--- src/rtl/pwm_pkg.sv ---
`timescale 1ns/1ps
package pwm_pkg;
   localparam int CMP_W   = 8;
   localparam int PS_W    = 3;
   localparam int CMP_LSB = 8;
   localparam int POL_BIT = 4;
   localparam int PS_LSB  = 0;

   typedef enum logic [2:0] {
      REG_CFG   = 3'd0,
      REG_TBASE = 3'd1,
      REG_EN    = 3'd2,
      REG_DIS   = 3'd3,
      REG_STAT  = 3'd4
   } reg_code_e;

   typedef struct packed {
      logic [CMP_W-1:0] cmp;
      logic             pol;
      logic [PS_W-1:0]  ps;
   } cfg_t;
endpackage

--- src/rtl/pwm_cfg_regs.sv ---
`timescale 1ns/1ps
module pwm_cfg_regs
   import pwm_pkg::*;
#(
   parameter int ADDR_W = 3,
   parameter int DATA_W = 32
) (
   input  logic              clk,
   input  logic              rst_n,
   input  logic              bus_we,
   input  logic [ADDR_W-1:0] bus_addr,
   input  logic [DATA_W-1:0] bus_wdata,
   output logic [DATA_W-1:0] bus_rdata,
   output cfg_t              cfg_q,
   output logic              tb_sel_q,
   output logic              run_q,
   output logic              status_q
);
   localparam logic [ADDR_W-1:0] A_CFG   = ADDR_W'(REG_CFG);
   localparam logic [ADDR_W-1:0] A_TBASE = ADDR_W'(REG_TBASE);
   localparam logic [ADDR_W-1:0] A_EN    = ADDR_W'(REG_EN);
   localparam logic [ADDR_W-1:0] A_DIS   = ADDR_W'(REG_DIS);
   localparam logic [ADDR_W-1:0] A_STAT  = ADDR_W'(REG_STAT);

   generate
      if (ADDR_W < 3) begin : g_bad_addr
         $error("pwm_cfg_regs: ADDR_W must be at least 3");
      end
      if (DATA_W < CMP_LSB + CMP_W) begin : g_bad_data
         $error("pwm_cfg_regs: DATA_W too narrow for the settings word");
      end
   endgenerate

   logic wr_cfg, wr_tb, wr_start, wr_stop;

   always_comb begin
      wr_cfg   = bus_we && (bus_addr == A_CFG);
      wr_tb    = bus_we && (bus_addr == A_TBASE);
      wr_start = bus_we && (bus_addr == A_EN)  && bus_wdata[0];
      wr_stop  = bus_we && (bus_addr == A_DIS) && bus_wdata[0];
   end

   always_ff @(posedge clk or negedge rst_n) begin
      if (!rst_n) begin
         cfg_q    <= '0;
         tb_sel_q <= 1'b0;
         run_q    <= 1'b0;
         status_q <= 1'b0;
      end else begin
         if (wr_cfg) begin
            cfg_q.cmp <= bus_wdata[CMP_LSB +: CMP_W];
            cfg_q.pol <= bus_wdata[POL_BIT];
            cfg_q.ps  <= bus_wdata[PS_LSB +: PS_W];
         end
         if (wr_tb) begin
            tb_sel_q <= bus_wdata[0];
         end
         if (wr_start) begin
            run_q <= 1'b1;
         end else if (wr_stop) begin
            run_q <= 1'b0;
         end
         status_q <= run_q;
      end
   end

   always_comb begin
      bus_rdata = '0;
      if (bus_addr == A_CFG) begin
         bus_rdata[CMP_LSB +: CMP_W] = cfg_q.cmp;
         bus_rdata[POL_BIT]          = cfg_q.pol;
         bus_rdata[PS_LSB +: PS_W]   = cfg_q.ps;
      end else if (bus_addr == A_TBASE) begin
         bus_rdata[0] = tb_sel_q;
      end else if (bus_addr == A_STAT) begin
         bus_rdata[0] = status_q;
      end
   end
endmodule

--- src/rtl/pwm_tick_div.sv ---
`timescale 1ns/1ps
module pwm_tick_div
   import pwm_pkg::*;
#(
   parameter int MAX_SHIFT = 6
) (
   input  logic            clk,
   input  logic            rst_n,
   input  logic            run,
   input  logic            tb_sel,
   input  logic            slow_tick,
   input  logic            fast_tick,
   input  logic [PS_W-1:0] shift,
   output logic            step
);
   localparam int DIV_W = MAX_SHIFT;

   generate
      if (MAX_SHIFT < 1 || MAX_SHIFT > (1 << PS_W) - 1) begin : g_bad_shift
         $error("pwm_tick_div: MAX_SHIFT out of range");
      end
   endgenerate

   logic             tick;
   logic [DIV_W-1:0] mask;
   logic [DIV_W-1:0] div_q;
   logic             last;

   assign tick = tb_sel ? fast_tick : slow_tick;

   generate
      for (genvar i = 0; i < DIV_W; i++) begin : g_mask
         assign mask[i] = (int'(shift) > i);
      end
   endgenerate

   assign last = (div_q == mask);
   assign step = run && tick && last;

   always_ff @(posedge clk or negedge rst_n) begin
      if (!rst_n) begin
         div_q <= '0;
      end else if (!run) begin
         div_q <= '0;
      end else if (tick) begin
         div_q <= last ? '0 : div_q + 1'b1;
      end
   end
endmodule

--- src/rtl/pwm_wave_core.sv ---
`timescale 1ns/1ps
module pwm_wave_core
   import pwm_pkg::*;
#(
   parameter int MAX_SHIFT = 6
) (
   input  logic             clk,
   input  logic             rst_n,
   input  logic             run,
   input  logic             step,
   input  cfg_t             cfg,
   output cfg_t             shadow_q,
   output logic [CMP_W-1:0] cnt_q,
   output logic             pwm_out
);
   localparam logic [CMP_W-1:0] CNT_TOP = {CMP_W{1'b1}};
   localparam logic [PS_W-1:0]  PS_CAP  = PS_W'(MAX_SHIFT);

   cfg_t cfg_eff;
   logic active;

   always_comb begin
      cfg_eff = cfg;
      if (cfg.ps > PS_CAP) begin
         cfg_eff.ps = PS_CAP;
      end
   end

   always_ff @(posedge clk or negedge rst_n) begin
      if (!rst_n) begin
         cnt_q    <= '0;
         shadow_q <= '0;
      end else if (!run) begin
         cnt_q    <= '0;
         shadow_q <= cfg_eff;
      end else if (step) begin
         cnt_q <= cnt_q + 1'b1;
         if (cnt_q == CNT_TOP) begin
            shadow_q <= cfg_eff;
         end
      end
   end

   assign active  = (cnt_q < shadow_q.cmp);
   assign pwm_out = run ? (shadow_q.pol ? active : !active) : !shadow_q.pol;
endmodule

--- src/rtl/pwm_prescaled_unit.sv ---
`timescale 1ns/1ps
module pwm_prescaled_unit
   import pwm_pkg::*;
#(
   parameter int ADDR_W    = 3,
   parameter int DATA_W    = 32,
   parameter int MAX_SHIFT = 6
) (
   input  logic              clk,
   input  logic              rst_n,
   input  logic              slow_tick,
   input  logic              fast_tick,
   input  logic              bus_we,
   input  logic [ADDR_W-1:0] bus_addr,
   input  logic [DATA_W-1:0] bus_wdata,
   output logic [DATA_W-1:0] bus_rdata,
   output logic              pwm_out
);
   cfg_t             cfg_q;
   cfg_t             shadow_q;
   logic             tb_sel_q;
   logic             run_q;
   logic             status_q;
   logic             step;
   logic [CMP_W-1:0] cnt_q;

   pwm_cfg_regs #(
      .ADDR_W (ADDR_W),
      .DATA_W (DATA_W)
   ) i_regs (
      .clk       (clk),
      .rst_n     (rst_n),
      .bus_we    (bus_we),
      .bus_addr  (bus_addr),
      .bus_wdata (bus_wdata),
      .bus_rdata (bus_rdata),
      .cfg_q     (cfg_q),
      .tb_sel_q  (tb_sel_q),
      .run_q     (run_q),
      .status_q  (status_q)
   );

   pwm_tick_div #(
      .MAX_SHIFT (MAX_SHIFT)
   ) i_div (
      .clk       (clk),
      .rst_n     (rst_n),
      .run       (run_q),
      .tb_sel    (tb_sel_q),
      .slow_tick (slow_tick),
      .fast_tick (fast_tick),
      .shift     (shadow_q.ps),
      .step      (step)
   );

   pwm_wave_core #(
      .MAX_SHIFT (MAX_SHIFT)
   ) i_core (
      .clk      (clk),
      .rst_n    (rst_n),
      .run      (run_q),
      .step     (step),
      .cfg      (cfg_q),
      .shadow_q (shadow_q),
      .cnt_q    (cnt_q),
      .pwm_out  (pwm_out)
   );
endmodule

--- config.mk ---
export PLATFORM = sky130hd
export DESIGN_NAME = pwm_prescaled_unit
export DESIGN_NICKNAME = d
export VERILOG_FILES = /design/src/rtl/pwm_pkg.sv /design/src/rtl/pwm_cfg_regs.sv /design/src/rtl/pwm_tick_div.sv /design/src/rtl/pwm_wave_core.sv /design/src/rtl/pwm_prescaled_unit.sv
export SDC_FILE = /design/constraint.sdc
export NUM_CORES = 1
export LEC_CHECK = 0
export BUFFER_PORTS_ARGS = -buffer_cell sky130_fd_sc_hd__buf_4
export CORE_ASPECT_RATIO = 0.9
export CORE_MARGIN = 2
export CORE_UTILIZATION = 58
export CTS_BUF_LIST = sky130_fd_sc_hd__clkbuf_4
export DETAILED_ROUTE_END_ITERATION = 10
export PLACE_DENSITY = 0.95
export SLEW_MARGIN = 20
export SYNTH_ARGS = -nofsm -noshare
export SYNTH_HDL_FRONTEND = slang
export SYNTH_SLANG_ARGS = --single-unit
--- constraint.sdc ---
create_clock -name clk -period 4.03 [get_ports clk]
set_clock_uncertainty 0.2 [all_clocks]
set_input_delay 0.6045 -clock clk [delete_from_list [all_inputs] [get_ports clk]]
set_output_delay 0.6045 -clock clk [all_outputs]
set_load 0.005 [all_outputs]
==> results of run 1 <==
layout make-up:
type | count | area [um^2] | share of cell area, %
Sequential cell | 41 | 1030 | 37.2
Clock buffer | 6 | 45.0 | 1.63
Multi-Input combinational cell | 182 | 1310 | 47.5
Tap cell | 48 | 60.1 | 2.17
Clock inverter | 2 | 33.8 | 1.22
Inverter | 8 | 30.0 | 1.09
Timing Repair Buffer | 34 | 255 | 9.24
registers in the layout (all words and copies together), names as in the netlist:
name,cells
i_regs.cfg_q,12
i_core.cnt_q,8
i_regs.tb_sel_q,1
i_core.shadow_q,12
i_regs.status_q,1
i_div.div_q,6
i_regs.run_q,1
where the power goes:
part           leakage (nW)  internal, mW  switching (mW)
Sequential            0.521         0.489          0.0931
Combinational         0.747         0.194           0.171
Clock                0.0433         0.136           0.140
Total                  1.31         0.819           0.404
worst paths after layout:
kind	startpoint	end	slack, ns	cells past startpoint
worst max-delay path	i_core.shadow_q[2]$_DFFE_PN0P_	i_core.shadow_q[3]$_DFFE_PN0P_	1.07	5
worst min-delay path	rst_n	i_div.div_q[5]$_DFFE_PN0P_	-0.008	1
worst max register to register	i_core.shadow_q[2]$_DFFE_PN0P_	i_core.shadow_q[3]$_DFFE_PN0P_	1.07	5
worst min register to register	i_core.shadow_q[11]$_DFFE_PN0P_	i_core.shadow_q[11]$_DFFE_PN0P_	0.32	1
max in group asynchronous	rst_n	i_regs.run_q$_DFFE_PN0P_	3.26	1
min in group clk	bus_wdata[11]	i_regs.cfg_q[7]$_DFFE_PN0P_	0.27	2
Yosys cell counts, drive strengths merged, types with 2 or more instances:
library cell	count
nand2b	8
and3	3
o41ai	2
o211ai	2
mux2i	7
inv	8
dfrtp	41
or4	2
and2	12
nor3	8
o311ai	2
nand4	6
nor2	7
nor4	4
a21oi	4
clkbuf	6
a21boi	9
a21o	2
or3	2
nor4bb	2
mux2	26
o21ai	7
ha	9
buf	23
nand3	3
nor2b	4
nand2	20
cells by family after synthesis:
kind of cell	Yosys count
other	1
adders and majority gates	9
buffers and inverters	37
DFF	41
AOI/OAI and AO/OA	36
muxes	33
xor gates and xnor gates	1
and+or+nand+nor	83
routing by layer:
layer / track usage, % / vias up
li1: - / 880
met1: 28.4 / 906
met2: 39.1 / 80
met3: 6.55 / 14
met4: 9.95 / 0
met5: 0 / -
critical path: stages, from the launching register on:
cell and delay, ns:
dfrtp_1 0.50, and3_1 0.22, a211o_1 0.23, a21oi_2 0.51, o31a_1 0.76, mux2_2 0.41
metrics by stage:
step / total power [mW] / utilization (%)
after floorplan: 0.853 / -
after global placement: 0.920 / 65.4
after detailed placement: 0.953 / 65.4
after CTS: 1.23 / 67.3
after global routing: 1.30 / 67.3
final: 1.22 / 67.3
==> results by group, run 1 <==
Floorplan
  – FP Rows: 22
  – Full die area: around 4800 um^2
  – Die height: about 66 um
  – Die Wd: 73.1 um
  – Initial Util: 60.7%
  – IO Pins: 73
  – Core Footprint: 4100 um^2

Routing
  – TritonRoute pass-1 iters: 4
  – Vias: 1880
  – Met2 routed WL: 2500 um
  – Top Metal Used: met4
  – M1 WL: around 2200 um
  – Vias/cell: 5.86
  – DRT antenna net count: 0
  – WL/cell: 16.0 um
  – Routed met3 length: a little over 300 um
  – Total Wirelength: 5120 um
  – Remaining DRCs: 0
  – 1st-iter DRT viols: 151

Setup path
  – WP data arrival: 3.01 ns
  – Crit-path max FO: 17
  – Element type at the critical path end: flip-flop
  – Required time of the critical path: between 4 and 5 ns
  – Crit path kind: reg2reg
  – Setup crit start kind: flip-flop

Clock tree
  – TritonCTS clock tree: built
  – H-tree Lvls: 2
  – Root Buffer Master: clkbuf_4
  – Longest Clk Path Bufs: 2
  – CTS Buf Count: 5
  – Post-CTS Setup Bufs: 0
  – Worst-skew pair later-pin latency: between 0.3 and 0.4 ns
  – Post_cts resized: 0
  – Hold_buf cts: 0
  – # clock sinks: around 40
  – Clock transition at path regs: between 0.1 and 0.15 ns

Placement
  – Global placement routability congestion: 0.839
  – Placed cell area: 2680 um^2
  – Dpl ws: roughly 1.1 ns
  – Dpl hpwl: 3780 um
  – Number of port buffers: 32
  – Post-Place Cells: 313

Logic synthesis
  – Top cells by area, synth: dfrtp_1 (41%), mux2_2 (7.2%), buf_4 (6.0%)
  – Synth cell types: 44
  – Area leader, netlist: dfrtp_1
  – Post-Synth Simple-Gate Area: 18.1%
  – Number of synthesized register bits: 41
  – Mapped Area: 2490 um^2
  – Yosys top cell area share: 41.2%
  – Mux share of post-synthesis cell area: between 10% and 20%
  – Sequential-to-total area share from yosys stat: 41.2%
  – Synthesized instance count: 241
  – Fraction of registers with async set/reset: 100%
  – Adder-cell area share of the yosys netlist: 4.52%
  – Avg Cell Area, Syn: between 10 and 15 um^2
  – Post-synthesis compound-gate area fraction: about a tenth
  – Main synth FF type: dfrtp_1
  – Post-synthesis xor/xnor area fraction: 0.352%
  – Largest family of logic cells by synthesized area: simple AND/OR/NAND/NOR gates
  – Post-synth EDFFs: 0
  – Synth Warn #: 0

Layout
  – Most frequent cells in the layout: dfrtp_1 (41), buf_4 (34), nand2_1 (20), conb_1 (20), mux2_2 (16)
  – Final Instance Area: 2760 um^2
  – Area growth, synth to finish: 10.9%
  – Fill cells: about 290
  – Final nets: 321
  – Antenna diodes: 0
  – Most common cell after layout, fill and taps aside: dfrtp_1
  – Ratio of cells with drive above 1 in the final layout: between 20% and 30%
  – Non-filler instance count after layout: roughly 320

STA
  – RSZ-0062 raised after global routing: false
  – Final Hold Vio Count: 3
  – Relative slew slack: 45.3%
  – Worst Hold Slack: -0.00752 ns
  – Final Cycle Share: 73.4%
  – Fmax: 338 MHz
  – Worst-Margin Slew: 0.820 ns
  – Final setup viols: 0
  – Count of pins over their slew limit: 0
  – Setup Total Neg Slack: 0 ns
  – Setup ws final: approximately 1.1 ns
  – Period minus WS final: 2.96 ns

Pwr
  – Pwr/cell area: 443 nW/um^2
  – Leakage Power: approximately 1.3 nW
  – Peak supply drop: between 0.2 and 0.3 mV

Global routing
  – Antenna violations before repair: 0
  – First-pass GRT wire length: about 8500 um
  – Vias in the first global route: 1786
  – GR Util All Layers: 23.4%
  – Largest net degree at the start of global routing: 42
  – GRT overflow: 0

Min path
  – Hold WC Path Type: in2async

Run status
  – Failing checks: negative hold slack
  – Status: finished with violations

Flow run
  – Max Cap Viol: 0
Power figures use the tool's default switching activity.
==> run 2: changes to the inputs <==
Settings changed: ABC_AREA set to 1, CORE_UTILIZATION 58 to 48, PLACE_DENSITY 0.95 to 0.88.
Clock period 4.03 ns to 2.6 ns, I/O delays scaled along.
==> results by group, run 2 <==
Setup path
  – Required time of the critical path: 2.01 ns
  – Cell mode on critical path: nand2_1
  – CP Cell Sequence: ha_1 > a21oi_1 > nand2_1 > nand2_1 > nand2_1 > nand2_1 > nand2_1 > nand2_1 > nand2_1 > buf_4
  – Max stage delay on crit path: 0.46 ns
  – WP data arrival: ~1.8 ns
  – WP buf/inv: 1
  – Crit-path max FO: 5
  – Element type at the critical path end: primary output
  – Setup crit start kind: flip-flop
  – Crit path kind: reg2out
  – CP max stage cell: dfrtp_2
  – Worst path top cell family by delay: flip-flops

STA
  – Worst-Margin Slew: approximately 0.5 ns
  – Period minus WS final: 2.43 ns
  – Count of pins over their slew limit: 0
  – Final setup viols: 0
  – Final Hold Vio Count: 0
  – Relative slew slack: between 60% and 70%
  – Final Cycle Share: 93.4%
  – RSZ-0062 raised after global routing: false
  – Setup Total Neg Slack: 0 ns
  – Fmax: 412 MHz

Clock tree
  – TritonCTS clock tree: built
  – Root Buffer Master: clkbuf_4
  – Post-CTS Setup Bufs: 0
  – Worst-skew pair later-pin latency: 0.35 ns
  – Longest Clk Path Bufs: 2
  – CTS Buf Count: 5
  – Clock transition at path regs: 0.12 ns
  – H-tree Lvls: 2
  – # clock sinks: 41

Global routing
  – GR Util All Layers: 17.8%
  – First-pass GRT wire length: 7990 um
  – GRT overflow: 0
  – Vias in the first global route: approximately 1900
  – Antenna violations before repair: 0
  – Largest net degree at the start of global routing: 42

Routing
  – Vias: 2013
  – Remaining DRCs: 0
  – Vias/cell: about 4.8
  – WL/cell: 11.1 um
  – TritonRoute pass-1 iters: 4
  – Total Wirelength: 4660 um
  – 1st-iter DRT viols: 116
  – DRT antenna net count: 0

Logic synthesis
  – Synthesized instance count: 319
  – Avg Cell Area, Syn: 7.62 um^2
  – Number of synthesized register bits: 41
  – Top cells by area, synth: dfrtp_1 (42%), nand2_1 (9.7%), nand3_1 (9.1%)
  – Post-synth EDFFs: 0
  – Fraction of registers with async set/reset: 100%
  – Yosys top cell area share: 42.2%
  – Post-synth top cells: nand2_1 (63), inv_1 (45), nand3_1 (44)
  – Synth cell types: 28
  – Sequential-to-total area share from yosys stat: between 40% and 50%
  – Area leader, netlist: dfrtp_1
  – Synth Warn #: 0
  – Mapped Area: 2430 um^2
  – Main synth FF type: dfrtp_1
  – Most common cell in the netlist: nand2_1

Floorplan
  – Die Wd: 79.0 um
  – Core Footprint: 4860 um^2
  – IO Pins: 73
  – FP Rows: 24
  – Full die area: 5650 um^2
  – Initial Util: 50.0%
  – Die height: just over 70 um

Pwr
  – Internal power: ~1.0 mW
  – Sw Pwr: 591 uW
  – Sequential share of power: 50.5%
  – Peak supply drop: 0.361 mV
  – Combinational Power Share: 29.1%
  – Clock power frac: 20.4%
  – Leakage Power: 1.46 nW
  – Switching portion of total power: 36.1%
  – Pwr/cell area: 599 nW/um^2

Layout
  – Non-filler instance count after layout: 419
  – Area growth, synth to finish: 12.2%
  – Multi-input gate area: 1120 um^2
  – Most common cell after layout, fill and taps aside: nand2_1
  – Top flop regs: i_core.shadow_q x12, i_regs.cfg_q x12, i_core.cnt_q x8
  – Antenna diodes: 0
  – Fill cells: around 440
  – FF/Latch Area: 1030 um^2
  – Most frequent cells in the layout: nand2_1 (63), inv_1 (45), nand3_1 (44)
  – Ratio of cells with drive above 1 in the final layout: between 10% and 20%
  – Final nets: 402

Placement
  – Number of port buffers: 32
  – Post-Place Cells: approximately 400
  – Global placement routability congestion: between 0.8 and 0.9
  – Dpl hpwl: 3460 um

Run status
  – Status: finished, final reports clean

Flow run
  – Max Cap Viol: 0

Min path
  – Hold WC Path Type: in2reg
[run 2: cell count changes in the layout (fill, tap and decap cells not counted), moves of 8 or more]
cell,previous run,this run
nand2_1,20,63
nand3_1,3,44
inv_1,8,45
nor2_1,7,35
mux2_2,16,0
a21oi_1,3,15
and2_1,12,1
mux2_4,10,0
nand2b_1,8,0
[run 2: final cells by class]
class                           instances  share of cell area, %
Timing Repair Buffer                   36                   9.99
Clock inverter                          2                  0.550
Multi-Input combinational cell        223                   40.9
Sequential cell                        41                   37.6
Inverter                               46                   6.32
Tap cell                               65                   2.98
Clock buffer                            6                   1.65
[run 2: logic make-up (layout without fill, tap and decap cells)]
family	Yosys count	after routing	share of synthesized area, %
adders and majority gates	9	9	4.63
xor gates and xnor gates	9	9	3.24
AOI/OAI and AO/OA	32	32	7.00
buffers and inverters	74	90	14.9
and+or+nand+nor	153	153	27.9
other	1	20	0.154
DFF	41	41	42.2
[run 2: path summary, 6_finish.rpt]
kind                                              from                        endpoint  slack (ns)  depth (start not counted)
hold reg to reg            i_regs.cfg_q[0]$_DFFE_PN0P_     i_regs.cfg_q[0]$_DFFE_PN0P_        0.30                          2
hold / removal                             bus_addr[0]        i_regs.run_q$_DFFE_PN0P_        0.03                          2
setup / recovery           i_core.cnt_q[3]$_DFFE_PN0P_                         pwm_out        0.17                         10
max in group asynchronous                        rst_n     i_core.cnt_q[3]$_DFFE_PN0P_        1.49                          2
setup reg to reg           i_core.cnt_q[1]$_DFFE_PN0P_  i_core.shadow_q[8]$_DFFE_PN0P_        0.37                          8
min in group asynchronous                        rst_n      i_div.div_q[0]$_DFFE_PN0P_        0.34                          2
[run 2: power by group through the flow]
stage | registers, mW | clock network (mW) | logic [mW]
CTS | 0.826 | 0.340 | 0.481
detailed placement | 0.838 | 0 | 0.477
global placement | 0.832 | 0 | 0.455
finish | 0.826 | 0.334 | 0.476
global route | 0.841 | 0.361 | 0.557
floorplan | 0.817 | 0 | 0.370
[run 2: through the flow]
stage          total power [mW]  setup WS (ns)  utilization (%)  instance area, um^2  hold slack, ns
2_1_floorplan              1.19          0.810                -                 2500          -0.106
3_3_place_gp               1.29          0.506             54.7                 2660           0.189
3_5_place_dp               1.32          0.376             54.7                 2660           0.196
4_1_cts                    1.65          0.151             56.1                 2730          0.0330
5_1_grt                    1.76        0.00719             56.1                 2730          0.0301
6_report                   1.64          0.172             56.1                 2730          0.0341
[run 2: worst reg2reg max path, delay by kind of cell (launching register included)]
kind	cells	cell delay, ns
and+or+nand+nor	7	1.29
DFF	1	0.43
adders and majority gates	1	0.20
[run 2: what timing repair did]
item,CTS,global route
hold endpoints to repair,41,0
endpoints found under the setup margin,0,1
resized for setup,0,1
hold buffers,1,0
[run 2: layer usage]
metal  global-route usage, %  wire, um
met1                    23.5      2170
met2                    29.3      2190
met3                    3.78       248
met4                    6.32        48
met5                       0         0
